$ cat src/rtl/ipi_pkg.sv
package ipi_pkg;

  localparam logic [7:0] IDX_ID     = 8'h02;
  localparam logic [7:0] IDX_LDR    = 8'h0D;
  localparam logic [7:0] IDX_DFR    = 8'h0E;
  localparam logic [7:0] IDX_ESR    = 8'h28;
  localparam logic [7:0] IDX_ICR_LO = 8'h30;
  localparam logic [7:0] IDX_ICR_HI = 8'h31;
  localparam logic [7:0] IDX_SELF   = 8'h3F;

  localparam int ESR_ILLEGAL_BIT = 7;

  typedef enum logic [1:0] {
    SH_NONE   = 2'd0,
    SH_SELF   = 2'd1,
    SH_ALL    = 2'd2,
    SH_OTHERS = 2'd3
  } shorthand_e;

  typedef struct packed {
    logic [31:0] dest;
    logic        dmode;
    logic [2:0]  deliv;
    logic [7:0]  vec;
    logic        trig;
    shorthand_e  sh;
  } ipi_req_t;

endpackage

$ cat src/rtl/ipi_wr_decode.sv
module ipi_wr_decode
  import ipi_pkg::*;
(
  input  logic        ext_mode,
  input  logic        wr_en,
  input  logic [7:0]  wr_idx,
  input  logic [63:0] wr_data,
  input  logic [31:0] icr_hi,
  output logic        wr_ok,
  output logic        wr_unknown,
  output logic        issue,
  output ipi_req_t    req
);

  logic ok_c, unk_c, iss_c;

  logic unused_bits;
  assign unused_bits = ^{wr_data[31:20], wr_data[17:16], wr_data[14:12], icr_hi[23:0]};

  always_comb begin
    ok_c  = 1'b0;
    unk_c = 1'b0;
    iss_c = 1'b0;
    req   = '0;
    case (wr_idx)
      IDX_ID, IDX_LDR, IDX_DFR, IDX_ICR_HI: ok_c = !ext_mode;
      IDX_ESR:                              ok_c = 1'b1;
      IDX_ICR_LO: begin
        ok_c      = 1'b1;
        iss_c     = 1'b1;
        req.vec   = wr_data[7:0];
        req.deliv = wr_data[10:8];
        req.dmode = wr_data[11];
        req.trig  = wr_data[15];
        req.sh    = shorthand_e'(wr_data[19:18]);
        req.dest  = ext_mode ? wr_data[63:32] : {24'b0, icr_hi[31:24]};
      end
      IDX_SELF: begin
        ok_c    = ext_mode;
        iss_c   = ext_mode;
        req.vec = wr_data[7:0];
        req.sh  = SH_SELF;
      end
      default: unk_c = 1'b1;
    endcase
  end

  assign wr_ok      = wr_en & ok_c;
  assign wr_unknown = wr_en & unk_c;
  assign issue      = wr_en & iss_c;

endmodule

$ cat src/rtl/ipi_self_mask.sv
module ipi_self_mask
  import ipi_pkg::*;
#(
  parameter int AGENTS = 8
) (
  input  shorthand_e        sh,
  input  logic [31:0]       self_id,
  output logic [AGENTS-1:0] mask
);

  for (genvar g = 0; g < AGENTS; g++) begin : g_bit
    logic is_self;
    assign is_self = (self_id == 32'(g));
    assign mask[g] = (sh == SH_ALL) |
                     ((sh == SH_SELF) & is_self) |
                     ((sh == SH_OTHERS) & !is_self);
  end

endmodule

$ cat src/rtl/ipi_reg_file.sv
module ipi_reg_file
  import ipi_pkg::*;
(
  input  logic        clk,
  input  logic        rst,
  input  logic        ext_mode,
  input  logic [31:0] init_id,
  input  logic        wr_en,
  input  logic [7:0]  wr_idx,
  input  logic [63:0] wr_data,
  input  logic        wr_ok,
  input  logic        wr_unknown,
  input  logic        rd_en,
  input  logic [7:0]  rd_idx,
  output logic [7:0]  id_q,
  output logic [31:0] icr_hi_q,
  output logic        rd_valid,
  output logic        rd_err,
  output logic [63:0] rd_data
);

  logic [7:0]  ldr_q;
  logic [3:0]  dfr_q;
  logic [31:0] icr_lo_q;
  logic [7:0]  esr_q;

  logic [63:0] rd_c;
  logic        rd_err_c, rd_unk_c;
  logic [31:0] ext_ldr;

  assign ext_ldr = {init_id[19:4], 16'b0} | (32'd1 << init_id[3:0]);

  always_comb begin
    rd_c     = '0;
    rd_err_c = 1'b0;
    rd_unk_c = 1'b0;
    case (rd_idx)
      IDX_ID:     rd_c = ext_mode ? {32'b0, init_id} : {32'b0, id_q, 24'b0};
      IDX_LDR:    rd_c = ext_mode ? {32'b0, ext_ldr} : {32'b0, ldr_q, 24'b0};
      IDX_DFR: begin
        if (ext_mode) rd_err_c = 1'b1;
        else          rd_c = {32'b0, dfr_q, 28'hFFF_FFFF};
      end
      IDX_ESR:    rd_c = {56'b0, esr_q};
      IDX_ICR_LO: rd_c = ext_mode ? {icr_hi_q, icr_lo_q} : {32'b0, icr_lo_q};
      IDX_ICR_HI: rd_c = {32'b0, icr_hi_q};
      default: begin
        rd_err_c = 1'b1;
        rd_unk_c = 1'b1;
      end
    endcase
  end

  always_ff @(posedge clk) begin
    if (rst) begin
      id_q     <= init_id[7:0];
      ldr_q    <= '0;
      dfr_q    <= 4'hF;
      icr_lo_q <= '0;
      icr_hi_q <= '0;
      esr_q    <= '0;
      rd_valid <= 1'b0;
      rd_err   <= 1'b0;
      rd_data  <= '0;
    end else begin
      if (wr_ok) begin
        case (wr_idx)
          IDX_ID:     id_q     <= wr_data[31:24];
          IDX_LDR:    ldr_q    <= wr_data[31:24];
          IDX_DFR:    dfr_q    <= wr_data[31:28];
          IDX_ICR_HI: icr_hi_q <= wr_data[31:0];
          IDX_ESR:    esr_q    <= '0;
          IDX_ICR_LO: begin
            icr_lo_q <= wr_data[31:0];
            if (ext_mode) icr_hi_q <= wr_data[63:32];
          end
          default: ;
        endcase
      end
      if (wr_unknown || (rd_en && rd_unk_c)) esr_q[ESR_ILLEGAL_BIT] <= 1'b1;
      rd_valid <= rd_en;
      rd_err   <= rd_en & rd_err_c;
      rd_data  <= rd_en ? rd_c : '0;
    end
  end

  // illegal-address flag only drops on a write to the error index
  a_r9_esr_sticky: assert property (@(posedge clk) disable iff (rst)
    ($past(esr_q[ESR_ILLEGAL_BIT]) && !$past(wr_en && wr_idx == IDX_ESR))
      |-> esr_q[ESR_ILLEGAL_BIT]);

  // extended-mode format read is refused with zero data
  a_r10_dfr_ext_err: assert property (@(posedge clk) disable iff (rst)
    (rd_valid && $past(ext_mode && rd_idx == IDX_DFR)) |-> (rd_err && rd_data == 64'd0));

endmodule

$ cat src/rtl/ipi_cmd_issuer.sv
module ipi_cmd_issuer
  import ipi_pkg::*;
#(
  parameter int AGENTS = 8
) (
  input  logic              clk,
  input  logic              rst,
  input  logic              ext_mode,
  input  logic [31:0]       init_id,
  input  logic              wr_en,
  input  logic [7:0]        wr_idx,
  input  logic [63:0]       wr_data,
  input  logic              rd_en,
  input  logic [7:0]        rd_idx,
  output logic              wr_ack,
  output logic              wr_err,
  output logic              rd_valid,
  output logic              rd_err,
  output logic [63:0]       rd_data,
  output logic              req_valid,
  output logic [31:0]       req_dest,
  output logic              req_dest_mode,
  output logic [2:0]        req_delivery,
  output logic [7:0]        req_vector,
  output logic              req_trigger,
  output logic [1:0]        req_shorthand,
  output logic [AGENTS-1:0] req_mask
);

  logic              wr_ok, wr_unknown, issue;
  ipi_req_t          req_c, req_q;
  logic [7:0]        id_q;
  logic [31:0]       icr_hi_q, self_id;
  logic [AGENTS-1:0] mask_c;

  ipi_wr_decode u_dec (
    .ext_mode   (ext_mode),
    .wr_en      (wr_en),
    .wr_idx     (wr_idx),
    .wr_data    (wr_data),
    .icr_hi     (icr_hi_q),
    .wr_ok      (wr_ok),
    .wr_unknown (wr_unknown),
    .issue      (issue),
    .req        (req_c)
  );

  assign self_id = ext_mode ? init_id : {24'b0, id_q};

  ipi_self_mask #(.AGENTS(AGENTS)) u_mask (
    .sh      (req_c.sh),
    .self_id (self_id),
    .mask    (mask_c)
  );

  ipi_reg_file u_regs (
    .clk        (clk),
    .rst        (rst),
    .ext_mode   (ext_mode),
    .init_id    (init_id),
    .wr_en      (wr_en),
    .wr_idx     (wr_idx),
    .wr_data    (wr_data),
    .wr_ok      (wr_ok),
    .wr_unknown (wr_unknown),
    .rd_en      (rd_en),
    .rd_idx     (rd_idx),
    .id_q       (id_q),
    .icr_hi_q   (icr_hi_q),
    .rd_valid   (rd_valid),
    .rd_err     (rd_err),
    .rd_data    (rd_data)
  );

  always_ff @(posedge clk) begin
    if (rst) begin
      req_valid <= 1'b0;
      req_q     <= '0;
      req_mask  <= '0;
      wr_ack    <= 1'b0;
      wr_err    <= 1'b0;
    end else begin
      req_valid <= issue;
      req_q     <= issue ? req_c : '0;
      req_mask  <= issue ? mask_c : '0;
      wr_ack    <= wr_ok;
      wr_err    <= wr_en & !wr_ok;
    end
  end

  assign req_dest      = req_q.dest;
  assign req_dest_mode = req_q.dmode;
  assign req_delivery  = req_q.deliv;
  assign req_vector    = req_q.vec;
  assign req_trigger   = req_q.trig;
  assign req_shorthand = req_q.sh;

  // a request always comes with an accept, never with a refusal
  a_r11_req_with_ack: assert property (@(posedge clk) disable iff (rst)
    req_valid |-> (wr_ack && !wr_err));

  // shorthand masks
  a_r5_all_full: assert property (@(posedge clk) disable iff (rst)
    (req_valid && req_shorthand == 2'd2) |-> (&req_mask));
  a_r5_self_onehot: assert property (@(posedge clk) disable iff (rst)
    (req_valid && req_shorthand == 2'd1) |-> $onehot0(req_mask));
  a_r5_none_empty: assert property (@(posedge clk) disable iff (rst)
    (req_valid && req_shorthand == 2'd0) |-> (req_mask == '0));

  // self-interrupt register issues a fixed, edge, self request
  a_r7_self_fields: assert property (@(posedge clk) disable iff (rst)
    (req_valid && $past(wr_idx == IDX_SELF))
      |-> (req_delivery == 3'd0 && !req_trigger && req_shorthand == 2'd1 && req_dest == 32'd0));

endmodule

$ cat config.mk
export PLATFORM = sky130hd
export DESIGN_NAME = ipi_cmd_issuer
export DESIGN_NICKNAME = d
export VERILOG_FILES = /design/src/rtl/ipi_pkg.sv /design/src/rtl/ipi_wr_decode.sv /design/src/rtl/ipi_self_mask.sv /design/src/rtl/ipi_reg_file.sv /design/src/rtl/ipi_cmd_issuer.sv
export SDC_FILE = /design/constraint.sdc
export NUM_CORES = 1
export LEC_CHECK = 0
export ABC_AREA = 1
export BUFFER_PORTS_ARGS = -buffer_cell sky130_fd_sc_hd__clkbuf_2
export CAP_MARGIN = 20
export CORE_ASPECT_RATIO = 1.2
export CORE_MARGIN = 2
export CORE_UTILIZATION = 25
export DETAILED_ROUTE_END_ITERATION = 7
export PLACE_DENSITY_LB_ADDON = 0.12
export SLEW_MARGIN = 10
export SYNTH_ARGS = -nofsm -noshare
export SYNTH_HDL_FRONTEND = slang
export SYNTH_HIERARCHICAL = 1
export SYNTH_SLANG_ARGS = --single-unit
$ cat constraint.sdc
create_clock -name clk -period 2.6 [get_ports clk]
set_input_delay 0.52 -clock clk [delete_from_list [all_inputs] [get_ports clk]]
set_output_delay 0.52 -clock clk [all_outputs]
set_load 0.1 [all_outputs]
Word-level counts from Yosys, hierarchy flattened. Cells that the tools add are included. Widths: inputs -> output; s select.

Bitwise gates (word level): 43. Eq/ne operators: 24. Reductions and logical operators: 35. Muxes and demuxes: 22. Shift operators: 1.

Operators with widths (number): $pmux 64 s6 (1); $mux 32 (5); $eq 32x3->1 const B (4); $eq 32x2->1 const B (2); $mux 64 (1); $pmux 32 s2 (1); $eq 8x6->1 const B (7); $mux 8 (6); $eq 32x1->1 const B (1); $eq 8x4->1 const B (4); $logic_not 32->1 (1); $or 32x32->32 (1); $shl 1x4->32 const A (1); $and 1x1->1 (21); $eq 8x2->1 const B (2); $or 1x1->1 (16); $logic_not 1->1 (10); $reduce_and 2->1 (5); $reduce_bool 2->1 (5); $reduce_or 2->1 (4); $reduce_or 4->1 (2); $reduce_or 7->1 (1); $reduce_or 3->1 (2); $reduce_or 6->1 (1); other kinds (12) (21).

Register bits: 209. Input bits: 117. Word-level logic and storage cells: 145. Output and inout bits: 124.

Depth between registers and ports, before layout.
Depth in word-level cells: 7. Mapped depth: 16. Mapped depth without buffers: 16.

Modules after synthesis. Netlist, hierarchy kept.

Modules (own cells, without submodules): ipi_reg_file (sequential area each 3103.0 um2, instances 1, area each 7099.3 um2, cells an instance 1104); ipi_cmd_issuer (sequential area each 1161.1 um2, instances 1, area each 1980.6 um2, cells an instance 258); ipi_wr_decode (sequential area each 0.0 um2, instances 1, area each 686.9 um2, cells an instance 159); ipi_self_mask (sequential area each 0.0 um2, instances 1, area each 446.7 um2, cells an instance 112).

Worst setup path after synthesis. No wires, ideal clock.

Path kind: input -> register. Start: input wr_idx[6]. End: register u_regs.ldr_q[5]. Data required time: 2.472 ns. Cell stages on the path: 13. Setup time: 0.128 ns. Arrival: 2.019 ns. Buffers on the path: 1. Path slack: 0.453 ns. Cell sequence: inv_1 > nand2_1 > nor2_4 > nand3_4 > nand2_1 > nor2_1 > a21oi_1 > nand2_1 > nor2_1 > nand4_1 > clkbuf_1 > o21ai_0 > a21oi_1.

Longest elaborated chain between the ends: 5. Elaborated cells between the ends (all ways): 12. Classes of those cells: 7 x eq/ne; 1 x mux; 1 x bitwise; 3 x reduce/logical.

Ends and longest elaborated chain: from (decl) (RTL line ipi_cmd_issuer.sv:11) `input logic [7:0] wr_idx,`; $eq 8x2->1, or another cell as far along (RTL line ipi_wr_decode.sv:25) `case (wr_idx)`; $reduce_or 4->1 or $reduce_or 2->1 (tied branches); $pmux 1 s3 (*) (RTL line ipi_wr_decode.sv:25); $and 1x1->1 (*) (RTL line ipi_wr_decode.sv:48) `assign wr_ok = wr_en & ok_c;`; net wr_ok (RTL line ipi_cmd_issuer.sv:30) `logic wr_ok, wr_unknown, issue;`; $reduce_and 2->1 (no line) (*); to (signal assigned) (RTL line ipi_reg_file.sv:69) `IDX_LDR: ldr_q <= wr_data[31:24];`; to (decl) (RTL line ipi_reg_file.sv:22) `logic [7:0] ldr_q;`.

The timed path passes the listed nets; every way through them passes the cells marked *. A chain may end at the register's enable or synchronous reset.

Worst setup path in the final report.
Start: input wr_idx[7]. End: register u_regs.id_q[1] (enable).

Longest elaborated chain between the ends: 6. Elaborated cells between the ends (all ways): 14. Classes of those cells: 7 x eq/ne; 1 x mux; 1 x bitwise; 5 x reduce/logical.

Ends and longest elaborated chain: $eq 8x2->1, or another cell as far along (RTL line ipi_wr_decode.sv:25); $reduce_or 4->1 or $reduce_or 2->1 (tied branches); $pmux 1 s3 (*) (RTL line ipi_wr_decode.sv:25); $and 1x1->1 (*) (RTL line ipi_wr_decode.sv:48); net wr_ok (RTL line ipi_cmd_issuer.sv:30); $reduce_bool 2->1 (no line) (*); $reduce_and 2->1 (no line) (*); to (signal assigned) (RTL line ipi_reg_file.sv:56) `id_q <= init_id[7:0];`; to (signal assigned) (RTL line ipi_reg_file.sv:68) `IDX_ID: id_q <= wr_data[31:24];`; to (decl) (RTL line ipi_reg_file.sv:15) `output logic [7:0] id_q,`.

Marks and branches as above.

==> flow_metrics.py <==
metrics = {
    "synth": {
        "synth-edff-count": 8,
        "synth_cell_type_count": 27,
        "synth_flop_cell": "dfxtp_1",
        "syn_avg_cell_area_sq_um": 6.25,
        "syn-num-nets": 1750,
        "ys_seq_area_share_pct": 41.7,
        "syn_area_sq_um": 10200,
        "ys_seq_elements": 209,
        "netlist_instances": 1633,
        "async_reset_ff_share_pct": 0,
        "yosysWarningCount": 6,
    },
    "power": {
        "seqPwrFrac_pct": 45.9,
        "switching_share_pct": 25.2,
        "p_per_area_nw_per_um2": 549,
        "intPower_mw": 5.29,
        "power_mw": 7.08,
        "p_leak_nw": 6.34,
        "ir_drop_v": 0.000433,
        "p_switching_mw": 1.78,
        "p_clk_share_pct": 46.3,
        "combPwrFrac_pct": 7.7,
    },
    "cells_and_area": {
        "final_cell_mix": "491 x nand2_1, 365 x nor2_1, 239 x clkbuf_2, 217 x inv_1, 201 x dfxtp_1",
        "final_nets": 1992,
        "layout_commonest_cell": "nand2_1",
        "layout.cells.non_filler": 2431,
        "area_growth_pct": 26.2,
        "design_area_sq_um": 12900,
        "drive_above_1_share_pct": 20.2,
        "post-route-util_pct": 31.8,
    },
    "drt": {
        "drcViolationCount": 0,
        "via_count": 10262,
        "drt-initial-drc-count": 614,
        "wl_per_cell_um": 16.2,
        "ant_nets": 0,
        "via_per_inst": 4.22,
        "drtPass1Iterations": 4,
        "drt-total-wl_mm": 39.3,
    },
    "sta": {
        "finalSetupTns_ps": 0,
        "slew_headroom_pct": 59.7,
        "worst_pin_slew_ps": 601,
        "hold_ws_ps": 251,
        "period_share_pct": 72.4,
        "period_minus_slack_ps": 1880,
        "max_freq_ghz": 0.532,
        "rsz0062_at_grt": "false",
        "worst_slack_ps": 719,
        "worst_clock_skew_ps": 9.81,
        "setup_viol": 0,
        "hold_viol": 0,
        "drv_slew": 0,
    },
    "clock_network": {
        "cts.clk_slew.worst_paths_ps": 60,
        "cts.repair.resized": 0,
        "cts_buffers": 25,
        "cts_tree": "built",
        "cts_setup_buffers": 0,
        "cts_hold_buf": 0,
        "clkLatencyLatePin_ps": 540,
        "clockRootBuffer": "clkbuf_16",
        "cts_sinks": 209,
        "cts.htree.levels": 1,
        "clock_path_buffers": 3,
    },
    "setup_path": {
        "crit_arrival_ps": 2140,
        "path_buf_inv": 3,
        "crit_top_cell": "nand2_1",
        "path_class": "in2reg",
        "crit_slowest_cell": "nor2_1",
        "max_stage_delay_ps": 210,
        "endpoint_kind": "register",
        "crit_chain": "clkbuf_2, nor2_1, nand2_1, nor2_1, nor2_1, nand2_1, nand2_1, a21oi_1, buf_4, nand2_1, nor2_1, nand2_1, nand2_1, buf_12",
        "critPathRequiredTime_ps": 2860,
        "crit_path_max_fanout": 8,
        "worst_setup_path_start_kind": "input port",
        "path_delay_family": "simple AND/OR/NAND/NOR gates",
    },
    "placement": {
        "place_inst": 2387,
        "dp_hpwl_mm": 30.8,
        "place_area_sq_um": 12100,
        "post-place-ws_ps": 208,
        "gp_congestion": 0.883,
        "io_buffers": 240,
    },
    "floorplanning": {
        "die_h_um": 225,
        "core-area_sq_um": 40500,
        "die_w_um": 189,
        "io_pins": 241,
        "num_rows": 81,
        "initial_core_util_pct": 25.2,
        "dieArea_sq_um": 42500,
    },
    "global_routing": {
        "grt_busiest_layer": "met2",
        "use_met1_pct": 23.9,
        "grt_util_met3_pct": 3.11,
        "grt_usage_pct": 18.1,
        "first_global_vias": 9967,
        "grt_overflow": 0,
        "grt_antenna_before_repair": 2,
        "grt_pass1_wl_mm": 58.8,
        "grt_util_met2_pct": 30.5,
        "grt_max_degree": 65,
    },
    "run_status": {
        "status": "finished, final reports clean",
    },
    "run": {
        "drv_cap": 0,
    },
    "hold_path": {
        "hp-class": "in2reg",
    },
}
==> cells in the mapped netlist (5+ instances only) <==
master    instances  share of area [%]
a21oi_1          21                1.0
buf_2            35                1.7
buf_6            11                1.2
clkbuf_1         24               0.88
dfxtp_1         201                 39
edfxtp_1          8                2.4
inv_1           218                8.0
inv_2            13               0.48
nand2_1         492                 18
nand2_2           5               0.31
nand3_1          73                3.6
nand4_1          10               0.61
nor2_1          365                 13
nor2_2           28                1.7
nor2_4            6               0.66
nor3_1           22                1.1
o21ai_0          80                3.9
==> per-layer routing <==
| metal | vias up | part of all wire (%) |
|---|---|---|
| met3 | 48 | 5.1 |
| met4 | 2 | 2.0 |
| li1 | 5362 | - |
| met1 | 4611 | 46 |
| met5 | - | 0.031 |
| met2 | 239 | 47 |
==> power by group through the flow <==
stage                     clock (mW)  sequential, mW  combinational [mW]
after global placement             0            3.32               0.548
after detailed placement           0            3.32               0.549
after floorplan                    0            3.34               0.258
final                           3.28            3.25               0.548
after global routing            3.51            3.25               0.611
after CTS                       3.40            3.25               0.551
==> cells by family (layout without fill, tap and decap cells) <==
kind of cell    Yosys count  in the layout  share of synthesized area, %
flops                   209            209                          41.7
buf+inv                 309            567                          12.7
compound gates          107            107                          5.39
simple gates           1008           1008                          40.1
other cells               0              1                             0
==> worst paths after layout <==
| path | depth (start not counted) | start | slack [ps] | endpoint |
|---|---|---|---|---|
| min | 3 | wr_en | 250 | wr_err$_SDFF_PP0_ |
| max reg2reg | 12 | u_regs/id_q[6]$_DFFE_PP_ | 1110 | req_mask[4]$_SDFF_PP0_ |
| max | 14 | wr_idx[7] | 720 | u_regs/id_q[1]$_DFFE_PP_ |
| min reg2reg | 2 | u_regs/ldr_q[3]$_SDFFE_PP0P_ | 450 | u_regs/ldr_q[3]$_SDFFE_PP0P_ |
==> registers in the layout, indices dropped and copies added, names as in the netlist, 2 cells and up <==
name / flops
req_delivery: 3
req_dest: 32
req_mask: 8
req_shorthand: 2
req_vector: 8
u_regs/dfr_q: 4
u_regs/icr_hi_q: 32
u_regs/icr_lo_q: 32
u_regs/id_q: 8
u_regs/ldr_q: 8
u_regs/rd_data: 64
==> worst min-delay path, stage by stage <==
cell      delay (ps)
clkbuf_2         120
nand2_1           70
nor2_1            30
==> cell type report <==
class | instances | area (sq um)
flip-flops and latches | 209 | 4260
fillers | 4605 | 27600
well taps | 539 | 674
clock buffers | 37 | 711
repair buffers | 288 | 1660
clock inverters | 6 | 36.3
multi-input cells | 1115 | 4650
diodes | 1 | 2.50
inverters | 236 | 890
No activity file was read; power rests on OpenSTA's default activity.
